[src/rtl/acq_seq_pkg.sv]
package acq_seq_pkg;
  typedef enum logic [1:0] {
    MODE_LONG   = 2'd0,
    MODE_SHORT  = 2'd1,
    MODE_ROLL   = 2'd2,
    MODE_LONG_B = 2'd3
  } acq_mode_e;

  typedef enum logic [2:0] {
    ST_IDLE  = 3'd0,
    ST_FILL  = 3'd1,
    ST_ARMED = 3'd2,
    ST_POST  = 3'd3,
    ST_CONV  = 3'd4,
    ST_DONE  = 3'd5,
    ST_ROLL  = 3'd6
  } acq_state_e;

  function automatic logic is_long(input logic [1:0] m);
    return (m == MODE_LONG) || (m == MODE_LONG_B);
  endfunction
endpackage

[src/rtl/acq_seq_cnt.sv]
module acq_seq_cnt #(
  parameter int CW = 16
) (
  input  logic          clk,
  input  logic          rst,
  input  logic          clr,
  input  logic          inc,
  output logic [CW-1:0] cnt
);
  always_ff @(posedge clk) begin
    if (rst || clr) cnt <= '0;
    else if (inc)   cnt <= cnt + CW'(1);
  end
endmodule

[src/rtl/acq_seq_wptr.sv]
module acq_seq_wptr #(
  parameter int AW = 11
) (
  input  logic          clk,
  input  logic          rst,
  input  logic          clr,
  input  logic          wr,
  input  logic [AW-1:0] len,
  output logic [AW-1:0] ptr,
  output logic          we_q,
  output logic [AW-1:0] addr_q
);
  logic [AW-1:0] last;
  assign last = len - AW'(1);

  always_ff @(posedge clk) begin
    if (rst || clr) begin
      ptr <= '0;
    end else if (wr) begin
      ptr <= (ptr == last) ? '0 : ptr + AW'(1);
    end
  end

  always_ff @(posedge clk) begin
    if (rst) begin
      we_q   <= 1'b0;
      addr_q <= '0;
    end else begin
      we_q <= wr && !clr;
      if (wr) addr_q <= ptr;
    end
  end
endmodule

[src/rtl/acq_seq_fsm.sv]
module acq_seq_fsm
  import acq_seq_pkg::*;
#(
  parameter int CW = 16
) (
  input  logic                clk,
  input  logic                rst,
  input  logic                start,
  input  logic                abort,
  input  logic                tick,
  input  logic                trig,
  input  logic                conv_done,
  input  logic [1:0]          start_mode,
  input  logic [1:0]          mode,
  input  logic [CW-1:0]       pre,
  input  logic [CW-1:0]       post,
  input  logic [CW-1:0]       cnt,
  output logic                cnt_clr,
  output logic                cnt_inc,
  output logic                load,
  output acq_state_e          st_q,
  output logic                smp_en,
  output logic                trig_arm,
  output logic                conv_go,
  output logic                busy,
  output logic                done
);
  acq_state_e    st_d;
  acq_state_e    fin_st;
  logic [CW-1:0] post_m1;

  assign post_m1 = post - CW'(1);
  assign fin_st  = is_long(mode) ? ST_CONV : ST_DONE;

  always_comb begin
    st_d    = st_q;
    cnt_clr = 1'b0;
    cnt_inc = 1'b0;
    load    = 1'b0;
    if (abort) begin
      st_d = ST_IDLE;
    end else begin
      case (st_q)
        ST_IDLE, ST_DONE: begin
          if (start) begin
            load    = 1'b1;
            cnt_clr = 1'b1;
            st_d    = (start_mode == MODE_ROLL) ? ST_ROLL : ST_FILL;
          end
        end
        ST_FILL: begin
          if (cnt == pre) begin
            st_d    = ST_ARMED;
            cnt_clr = 1'b1;
          end else if (tick) begin
            cnt_inc = 1'b1;
          end
        end
        ST_ARMED: begin
          if (trig) begin
            cnt_clr = 1'b1;
            st_d    = (post == '0) ? fin_st : ST_POST;
          end
        end
        ST_POST: begin
          if (tick) begin
            if (cnt == post_m1) st_d = fin_st;
            else                cnt_inc = 1'b1;
          end
        end
        ST_CONV: begin
          if (conv_done) st_d = ST_DONE;
        end
        ST_ROLL: st_d = ST_ROLL;
        default: st_d = ST_IDLE;
      endcase
    end
  end

  always_ff @(posedge clk) begin
    if (rst) begin
      st_q     <= ST_IDLE;
      smp_en   <= 1'b0;
      trig_arm <= 1'b0;
      conv_go  <= 1'b0;
      busy     <= 1'b0;
      done     <= 1'b0;
    end else begin
      st_q     <= st_d;
      smp_en   <= (st_d == ST_FILL) || (st_d == ST_ARMED) ||
                  (st_d == ST_POST) || (st_d == ST_ROLL);
      trig_arm <= (st_d == ST_ARMED);
      conv_go  <= (st_d == ST_CONV) && (st_q != ST_CONV);
      busy     <= (st_d != ST_IDLE) && (st_d != ST_DONE);
      done     <= (st_d == ST_DONE);
    end
  end
endmodule

[src/rtl/acq_seq.sv]
module acq_seq
  import acq_seq_pkg::*;
#(
  parameter int CW = 16,
  parameter int AW = 11
) (
  input  logic          clk,
  input  logic          rst,
  input  logic          start,
  input  logic          abort,
  input  logic [1:0]    cfg_mode,
  input  logic [CW-1:0] cfg_pre,
  input  logic [CW-1:0] cfg_post,
  input  logic [AW-1:0] cfg_len,
  input  logic          smp_tick,
  input  logic          trig_gate,
  input  logic          conv_done,
  output logic          smp_en,
  output logic          trig_arm,
  output logic          conv_go,
  output logic          store_we,
  output logic [AW-1:0] store_addr,
  output logic [AW-1:0] trig_addr,
  output logic          disp_we,
  output logic          busy,
  output logic          done
);
  logic [1:0]    mode_q;
  logic [CW-1:0] pre_q;
  logic [CW-1:0] post_q;
  logic [AW-1:0] len_q;
  logic [CW-1:0] cnt;
  logic          cnt_clr;
  logic          cnt_inc;
  logic          load;
  acq_state_e    st_q;
  logic [AW-1:0] ptr;
  logic          wr;

  always_ff @(posedge clk) begin
    if (rst) begin
      mode_q <= 2'd0;
      pre_q  <= '0;
      post_q <= '0;
      len_q  <= '0;
    end else if (load) begin
      mode_q <= cfg_mode;
      pre_q  <= cfg_pre;
      post_q <= cfg_post;
      len_q  <= cfg_len;
    end
  end

  acq_seq_fsm #(.CW(CW)) u_fsm (
    .clk        (clk),
    .rst        (rst),
    .start      (start),
    .abort      (abort),
    .tick       (smp_tick),
    .trig       (trig_gate),
    .conv_done  (conv_done),
    .start_mode (cfg_mode),
    .mode       (mode_q),
    .pre        (pre_q),
    .post       (post_q),
    .cnt        (cnt),
    .cnt_clr    (cnt_clr),
    .cnt_inc    (cnt_inc),
    .load       (load),
    .st_q       (st_q),
    .smp_en     (smp_en),
    .trig_arm   (trig_arm),
    .conv_go    (conv_go),
    .busy       (busy),
    .done       (done)
  );

  acq_seq_cnt #(.CW(CW)) u_cnt (
    .clk (clk),
    .rst (rst),
    .clr (cnt_clr),
    .inc (cnt_inc),
    .cnt (cnt)
  );

  assign wr = smp_tick && smp_en && !is_long(mode_q);

  acq_seq_wptr #(.AW(AW)) u_wptr (
    .clk    (clk),
    .rst    (rst),
    .clr    (load),
    .wr     (wr),
    .len    (len_q),
    .ptr    (ptr),
    .we_q   (store_we),
    .addr_q (store_addr)
  );

  always_ff @(posedge clk) begin
    if (rst) begin
      trig_addr <= '0;
      disp_we   <= 1'b0;
    end else begin
      if (st_q == ST_ARMED && trig_gate && !abort) trig_addr <= ptr;
      disp_we <= smp_tick && (st_q == ST_ROLL);
    end
  end
endmodule

[config.mk]
export PLATFORM = sky130hd
export DESIGN_NAME = acq_seq
export DESIGN_NICKNAME = d
export VERILOG_FILES = /design/src/rtl/acq_seq_pkg.sv /design/src/rtl/acq_seq_cnt.sv /design/src/rtl/acq_seq_wptr.sv /design/src/rtl/acq_seq_fsm.sv /design/src/rtl/acq_seq.sv
export SDC_FILE = /design/constraint.sdc
export NUM_CORES = 1
export LEC_CHECK = 0
export ABC_CLOCK_PERIOD_IN_PS = 3450
export BUFFER_PORTS_ARGS = -buffer_cell sky130_fd_sc_hd__buf_2
export CORE_ASPECT_RATIO = 1.25
export CORE_MARGIN = 2
export CORE_UTILIZATION = 40
export CTS_CLUSTER_DIAMETER = 30
export DETAILED_ROUTE_END_ITERATION = 10
export SYNTH_ARGS = -nofsm -noshare
export SYNTH_HDL_FRONTEND = slang
export SYNTH_SLANG_ARGS = --single-unit
[constraint.sdc]
create_clock -name clk -period 3.45 [get_ports clk]
set_clock_uncertainty 0.05 [all_clocks]
set_input_delay 0.69 -clock clk [delete_from_list [all_inputs] [get_ports clk]]
set_output_delay 0.69 -clock clk [all_outputs]
set_load 0.01 [all_outputs]
; Word level (Yosys, flattened, before mapping)
; Cells that the tools add are included.
[word_totals]
ff_bits = 104
output_inout_bits = 29
wordCells = 86
[classes]
addsub = 4
n_eq_ne = 19
mux = 25
reduce_logical = 22
[op_table]
columns = operator, count
row1 = equality test 16 bit, 2
row2 = two-way mux 3 bit, 9
row3 = equality test 3 bit (second input constant), 6
row4 = case mux 3 bit (6 select lines), 1
row5 = adder 16 x 1 -> 16 bit (second input constant), 1
row6 = logical NOT 16 bit, 1
row7 = subtractor 16 x 1 -> 16 bit (second input constant), 1
row8 = equality test 3 x 2 -> 1 bit (second input constant), 4
row9 = two-way mux 1 bit, 12
row10 = adder 11 x 1 -> 11 bit (second input constant), 1
row11 = equality test 11 bit, 1
row12 = two-way mux 11 bit, 1
row13 = subtractor 11 x 1 -> 11 bit (second input constant), 1
row14 = logical AND 1 bit, 8
row15 = equality test 3 x 1 -> 1 bit (second input constant), 2
row16 = logical OR 1 bit, 6
row17 = != test 3 bit (second input constant), 2
row18 = equality test 2 bit (second input constant), 2
row19 = logical NOT 1 bit, 3
row20 = logical NOT 3 bit, 1
row21 = case mux 1 bit (3 select lines), 1
row22 = nonzero test 3 bit, 1
row23 = logical NOT 2 bit, 1
row24 = case mux 1 bit (2 select lines), 1
row25 = OR reduction 2 bit, 1

; Depth between registers and ports, before layout
; Gate-level depths: netlist (run 1).
[depth]
ltp_word = 11
mapped_depth = 11
depth_no_buf = 9

; By module
; From an unflattened synthesis (run 1), not the netlist that was laid out.
[hier_totals]
hier_cells = 610
hier_area_um2 = 5581.6
[modules_own_cells]
columns = mod, instances, cells_each, area_each_um2, seq_area_each_um2
row1 = acq_seq, 1, 199, 2145.8, 1141.1
row2 = acq_seq_wptr, 1, 159, 1362.6, 460.4
row3 = acq_seq_fsm, 1, 171, 1356.3, 160.2
row4 = acq_seq_cnt, 1, 81, 716.9, 320.3

; Worst setup path before layout (run 1)
; No wires, ideal clock.
[synth_timing]
path_kind = reg-to-reg
from = register post_q[0]
to = register u_cnt.cnt[10]
arrival_time_ps = 2602
required_ps = 3330
path_slack_ps = 728
stages_incl_launch_ff = 12
synth_period_minus_slack_ps = 2722
cell_sequence = dfxtp_1 inv_1 ha_1 xor2_1 nand2_1 a2111oi_0 or4b_4 nor4_4 buf_6 buf_6 o31ai_1 a21oi_1
[synth_between]
elab_chain_cells = 6
[synth_rtl]
columns = element, line
row1 = "start, declared", acq_seq.sv:30  ; logic [CW-1:0] post_q;
row2 = "start signal, assigned", acq_seq.sv:49  ; post_q <= cfg_post;
row3 = subtractor 16 x 1 -> 16 bit, acq_seq_fsm.sv:32  ; assign post_m1 = post - CW'(1);
row4 = equality test 16 bit, acq_seq_fsm.sv:67  ; if (cnt == post_m1) st_d = fin_st;
row5 = two-way mux 1 bit, acq_seq_fsm.sv:67
row6 = two-way mux 1 bit, acq_seq_fsm.sv:66  ; if (tick) begin
row7 = case mux 1 bit (2 select lines), acq_seq_fsm.sv:43  ; case (st_q)
row8 = two-way mux 1 bit, acq_seq_fsm.sv:40  ; if (abort) begin
row9 = "end signal, assigned", acq_seq_cnt.sv:12  ; else if (inc) cnt <= cnt + CW'(1);
row10 = "end, declared", acq_seq_cnt.sv:8  ; output logic [CW-1:0] cnt
; No other way between the ends.
; A chain may end at the register's enable or synchronous reset.

; Worst setup path in the final report (run 1)
[layout_timing]
from = register post_q[0]
to = register u_cnt.cnt[2]
; The elaborated chain is that of the path after synthesis.

==> results of run 1 <==
==> registers in the layout, summed over array words and instances (netlist names) <==
register / count
disp_we: 1
len_q: 11
mode_q: 2
post_q: 16
pre_q: 16
trig_addr: 11
u_cnt.cnt: 16
u_fsm.busy: 1
u_fsm.conv_go: 1
u_fsm.done: 1
u_fsm.smp_en: 1
u_fsm.st_q: 3
u_fsm.trig_arm: 1
u_wptr.addr_q: 11
u_wptr.ptr: 11
u_wptr.we_q: 1
==> layer usage <==
layer | global-route usage | up-vias | share of wire
li1 | - | 2560 | -
met1 | 0.227 | 2392 | 0.41
met2 | 0.358 | 148 | 0.51
met3 | 0.0298 | 37 | 0.041
met4 | 0.104 | 0 | 0.040
met5 | 0 | - | 0
==> logic make-up after synthesis <==
| logic type | share of synthesized area |
|---|---|
| compound gates | 0.159 |
| buf+inv | 0.0468 |
| simple gates | 0.288 |
| fa+ha+maj | 0.00904 |
| flops | 0.376 |
| mux | 0.0312 |
| xor+xnor | 0.0901 |
==> power breakdown <==
part | internal, mW | leakage [nW] | switching [mW] | total [mW]
clock | 0.521 | 0.151 | 0.532 | 1.05
combinational | 0.173 | 1.44 | 0.248 | 0.421
sequential | 1.23 | 0.843 | 0.0415 | 1.27
==> worst max-delay path: stages (launching register included) <==
cell	delay, ns
dfxtp_1	0.43
inv_1	0.07
ha_1	0.30
xor2_1	0.13
nand2_1	0.06
a2111oi_0	0.48
or4b_4	0.59
nor4_4	0.48
o21ai_0	0.17
a21oi_1	0.16
==> Yosys cell counts (all sizes together) (3+ instances only) <==
cell,count,area share
a2111oi,3,0.0050
a211oi,5,0.0090
a21oi,77,0.070
a31oi,3,0.0034
and3,3,0.0034
buf,11,0.013
clkbuf,37,0.025
dfxtp,104,0.38
ha,4,0.0090
inv,13,0.0088
mux2i,15,0.027
nand2,141,0.096
nand2b,13,0.015
nand3,19,0.017
nand3b,4,0.0054
nand4,13,0.016
nand4b,4,0.0063
nor2,46,0.031
nor3,14,0.014
nor3b,3,0.0041
nor4,16,0.028
o211ai,10,0.014
o21a,3,0.0041
o21ai,21,0.020
o31ai,8,0.011
or2,4,0.0045
or3,14,0.016
or4,10,0.014
xnor2,23,0.036
xor2,34,0.054
==> layout make-up <==
cell class	instances	share of cell area
multi-input combinational	539	0.506
clock buffer	9	0.0356
sequential	104	0.329
tap	175	0.0346
inverter	13	0.00770
timing repair buffer	90	0.0751
clock inverter	7	0.0124
==> worst max-delay path by stage <==
stage                     to
3_5_place_dp    u_cnt.cnt[3]
5_1_grt        u_fsm.conv_go
3_3_place_gp   u_cnt.cnt[12]
2_1_floorplan  u_cnt.cnt[10]
4_1_cts         u_cnt.cnt[2]
6_report        u_cnt.cnt[2]
==> through the flow <==
| stage | area [µm²] | utilization | instances | hold WS [ns] | worst slack [ns] |
|---|---|---|---|---|---|
| floorplan | 5540 | - | 704 | 0.398 | 0.728 |
| global placement | 6030 | 0.440 | 921 | 0.389 | 0.530 |
| detailed placement | 6030 | 0.440 | 921 | 0.399 | 0.505 |
| CTS | 6330 | 0.463 | 937 | 0.411 | 0.481 |
| global route | 6330 | 0.463 | 937 | 0.431 | 0.194 |
| finish | 6330 | 0.463 | 937 | 0.409 | 0.472 |
==> flow_summary_export.csv, run 1 <==
group,metric,value,unit
drt,viasPerCell,5.48,
place,io_buffers,80,
layout,fill_cells,1429,
grt,grt_max_degree,44,
die,core-area,13700,µm²
sta,setup_viol_count_final,0,
clock_tree,cts_tree,"done",
clock_tree,post_cts_buffers,0,
logic_synthesis,syn-mean-instance-area,7.87,µm²
logic_synthesis,synth_seq_cells,104,
drt,dr.pass1.iters,5,
drt,drt-total-wl,14.3,mm
place,gp_congestion,0.916,
drt,vias,5137,
clock_tree,htreeDepth,3,
critical_path,cp_max_fo,10,
clock_tree,clk_pin_slew,0.08,ns
logic_synthesis,syn-cell-area,5540,µm²
clock_tree,ctsResizeCount,0,
drt,wl_per_cell,15.2,µm
logic_synthesis,synth_ff_type,"dfxtp_1",
sta,finalCritPeriodShare,0.863,
critical_path,r2r_cells,9,
pwr,p_leak,2.44,nW
drt,drc,0,
sta,fmax,0.336,GHz
hold_path,hold_depth,2,
critical_path,rrSetupSlack,0.47,ns
layout,nets,813,
hold_path,min_from,"u_wptr.addr_q[6]",
pwr,power_density,434,nW/µm²
logic_synthesis,syn_nets,760,
drt,detail-route-antenna-nets,0,
clock_tree,clockRootBuffer,"clkbuf_16",
critical_path,crit_type,"reg2reg",
die,dieWidth,109,µm
logic_synthesis,ys_async_sr_fraction,0,
sta,worst_pin_slew,0.783,ns
clock_tree,clkSinkCount,104,
flow_run,drv_cap,0,
logic_synthesis,synth_edf_count,0,
grt,antenna_found_initial,0,
sta,fin_crit,2.98,ns
layout,multiInputGateArea,3200,µm²
pwr,power,2.75,mW
grt,grt_pass1_wl,23.3,mm
logic_synthesis,synth-seq-area-share,0.376,
sta,grt_setup_unrepaired,"false",
die,chipHeight,136,µm
pwr,irDropWorstVdd,0.000259,V
sta,final-max-slew-violation-count,0,
critical_path,start_kind,"register",
logic_synthesis,synthCells,704,
logic_synthesis,ys_types,61,
clock_tree,clock_latency,0.36,ns
place,hpwl,10.6,mm
grt,grt_pass1_vias,4823,
layout,layout_common_cells,"nand2_1 (141), dfxtp_1 (104), buf_2 (80), a21oi_1 (77), nor2_1 (46)",
sta,tns,0,ns
die,rows,48,
critical_path,reg2reg_from,"post_q[0]",
clock_tree,clockBufferDepth,2,
layout,drive_gt1_frac,0.163,
sta,finalHoldViolCount,0,
layout,area_delta_synth_final,14.3,%
sta,maxSlewHeadroom,0.478,
die,dieArea,14800,µm²
critical_path,worst_ep_required_time,3.69,ns
layout,register_area,2080,µm²
critical_path,regToRegEndpoint,"u_cnt.cnt[2]",
grt,grt_use_total,0.200,
hold_path,min_to,"u_wptr.addr_q[6]",
critical_path,cp_data_arrival_time,3.22,ns
critical_path,cp-end-kind,"register",
layout,diodes,0,
clock_tree,numCtsBuffers,9,
drt,first_iter_violations,257,
layout,final_common_cell,"nand2_1",
die,ios,81,
grt,overflow,0,
logic_synthesis,yosysWarnings,0,
critical_path,crit_start,"post_q[0]",
clock_tree,postCtsHoldBufs,0,
hold_path,holdCritPathClass,"reg2reg",
status,status,"completed",
die,start_util,0.405,
(Power assumes the default switching activity.)
==> inputs of run 2 (changes only) <==
CELL_PAD_IN_SITES_DETAIL_PLACEMENT = 0   (was default)
CELL_PAD_IN_SITES_GLOBAL_PLACEMENT = 1   (was default)
PLACE_DENSITY_LB_ADDON = 0.1   (was default)
TNS_END_PERCENT = 10   (was default)
==> run 2 against run 1 <==
Against the previous run: wire length up 2.8%; utilization decreased by 0.26 points; count of clock-buffer cells in the layout grew 2; via count fell by 2.4%; sequential power about the same; sequential cell count is the same; largest power group unchanged; fmax down 1.5%; hold slack worse by 0.0039 ns; first-iteration DRC count shrank 10%; sequential share of layout area grew 0.19 points; largest cell class unchanged; combinational power fell by 1%.
==> flow_summary_export.csv, run 2 (synthesis gave the netlist of run 1 again) <==
group,metric,value,unit
drt,detail-route-antenna-nets,0,
sta,tns,0,ns
layout,largestRegisters,"post_q (16), pre_q (16), u_cnt.cnt (16)",
clock_tree,clockBufferDepth,2,
critical_path,cp_max_fo,21,
grt,overflow,0,
sta,final-max-slew-violation-count,0,
pwr,irDropWorstVdd,0.000208,V
clock_tree,clock_latency,0.36,ns
critical_path,cp_data_arrival_time,3.20,ns
grt,grt_max_degree,48,
die,start_util,0.405,
grt,grt_use_total,0.206,
sta,whs,0.405,ns
pwr,power_density,432,nW/µm²
clock_tree,post_cts_buffers,0,
hold_path,holdCritPathClass,"reg2reg",
sta,setup_viol_count_final,0,
layout,diodes,0,
clock_tree,postCtsHoldBufs,0,
die,rows,48,
critical_path,r2r_cells,9,
critical_path,worst_ep_required_time,3.63,ns
layout,fill_cells,1417,
critical_path,crit_path_end,"u_cnt.cnt[8]",
clock_tree,cts_tree,"done",
drt,dr.pass1.iters,4,
critical_path,reg2reg_from,"post_q[0]",
drt,wl_per_cell,15.7,µm
place,hpwl,10.8,mm
layout,area_delta_synth_final,13.7,%
place,gp_congestion,0.925,
critical_path,rrSetupSlack,0.43,ns
drt,viasPerCell,5.37,
layout,final_common_cell,"nand2_1",
grt,grt_pass1_wl,23.8,mm
grt,antenna_found_initial,0,
flow_run,drv_cap,0,
pwr,p_leak,2.41,nW
layout,layout_common_cells,"nand2_1 (141), dfxtp_1 (104), buf_2 (80), a21oi_1 (77), nor2_1 (46)",
clock_tree,numCtsBuffers,9,
sta,finalHoldViolCount,0,
sta,grt_setup_unrepaired,"false",
die,dieArea,14800,µm²
critical_path,crit_type,"reg2reg",
drt,drc,0,
drt,vias,5015,
die,dieWidth,109,µm
die,chipHeight,136,µm
sta,fmax,0.331,GHz
sta,finalCritPeriodShare,0.876,
clock_tree,clk_pin_slew,0.08,ns
critical_path,critPathSlowestCell,"or4b_4",
status,status,"completed",
place,place_area,6010,µm²
clock_tree,clkSinkCount,104,
critical_path,cpPeakStageDelay,0.58,ns
hold_path,hold_depth,2,
layout,drive_gt1_frac,0.158,
layout,fin_area,6300,µm²
drt,drt-total-wl,14.7,mm
sta,fin_crit,3.02,ns
place,io_buffers,80,
clock_tree,htreeDepth,3,
sta,worst_pin_slew,0.675,ns
grt,grt_pass1_vias,4761,
clock_tree,clockRootBuffer,"clkbuf_16",
critical_path,regToRegEndpoint,"u_cnt.cnt[8]",
drt,first_iter_violations,231,
layout,nets,810,
critical_path,start_kind,"register",
die,ios,81,
sta,maxSlewHeadroom,0.548,
die,core-area,13700,µm²
critical_path,cp-end-kind,"register",
critical_path,crit_start,"post_q[0]",
layout,postLayoutCoreUtil,0.460,
clock_tree,ctsResizeCount,0,
critical_path,crit_chain,"inv_1, ha_1, a31oi_1, a2111oi_0, or4b_4, nor4_4, buf_4, or3_1, a21oi_1",
-- run 2: cell count changes in the layout (fill, tap and decap cells not counted) --
cell,before,now
clkinvlp_4,0,1
buf_4,10,7
inv_8,4,2
clkinv_4,1,0
clkbuf_8,0,1
inv_6,1,2
clkinv_8,1,0
clkbuf_1,0,1
-- run 2: through the flow --
step | cells | setup slack [ns] | power, mW
2_1_floorplan | 704 | 0.728 | 1.60
3_3_place_gp | 918 | 0.484 | 1.72
3_5_place_dp | 918 | 0.450 | 1.72
4_1_cts | 934 | 0.405 | 2.75
5_1_grt | 934 | 0.0405 | 2.84
6_report | 934 | 0.427 | 2.72
-- run 2: power by group --
group | total [mW] | leakage (nW) | switching (mW) | internal [mW]
logic | 0.416 | 1.43 | 0.246 | 0.170
registers | 1.28 | 0.843 | 0.0432 | 1.23
clock network | 1.03 | 0.141 | 0.503 | 0.526
total | 2.72 | 2.41 | 0.792 | 1.93
-- run 2: how the worst min path moves through the flow --
stage | start | to | slack [ns]
CTS | u_wptr.addr_q[9] | u_wptr.addr_q[9] | 0.41
global placement | u_wptr.addr_q[8] | u_wptr.addr_q[8] | 0.39
global route | u_wptr.addr_q[3] | u_wptr.addr_q[3] | 0.43
detailed placement | u_wptr.addr_q[9] | u_wptr.addr_q[9] | 0.40
finish | u_wptr.addr_q[6] | u_wptr.addr_q[6] | 0.41
floorplan | mode_q[1] | mode_q[1] | 0.40
-- run 2: area by class of cell --
class                   instances  area [µm²]  area share
clock inverters                 5        47.5     0.00755
repair buffers                 87         453      0.0719
flip-flops and latches        104        2080       0.331
inverters                      13        48.8     0.00775
well taps                     175         219      0.0348
multi-input cells             539        3200       0.509
clock buffers                  11         243      0.0385
-- run 2: critical path: cells and delay by family (launching register included) --
| family | cells | cell delay (ns) |
|---|---|---|
| AOI/OAI and AO/OA | 3 | 0.69 |
| adders and majority gates | 1 | 0.45 |
| DFF | 1 | 0.37 |
| buffers and inverters | 2 | 0.34 |
| and+or+nand+nor | 3 | 0.97 |
-- run 2: routing by layer --
metal | part of all wire | routed length, µm | GRT usage
met5 | 0 | 0 | 0
met4 | 0.022 | 320 | 0.0788
met2 | 0.53 | 7710 | 0.382
met1 | 0.42 | 6180 | 0.236
met3 | 0.031 | 451 | 0.0250
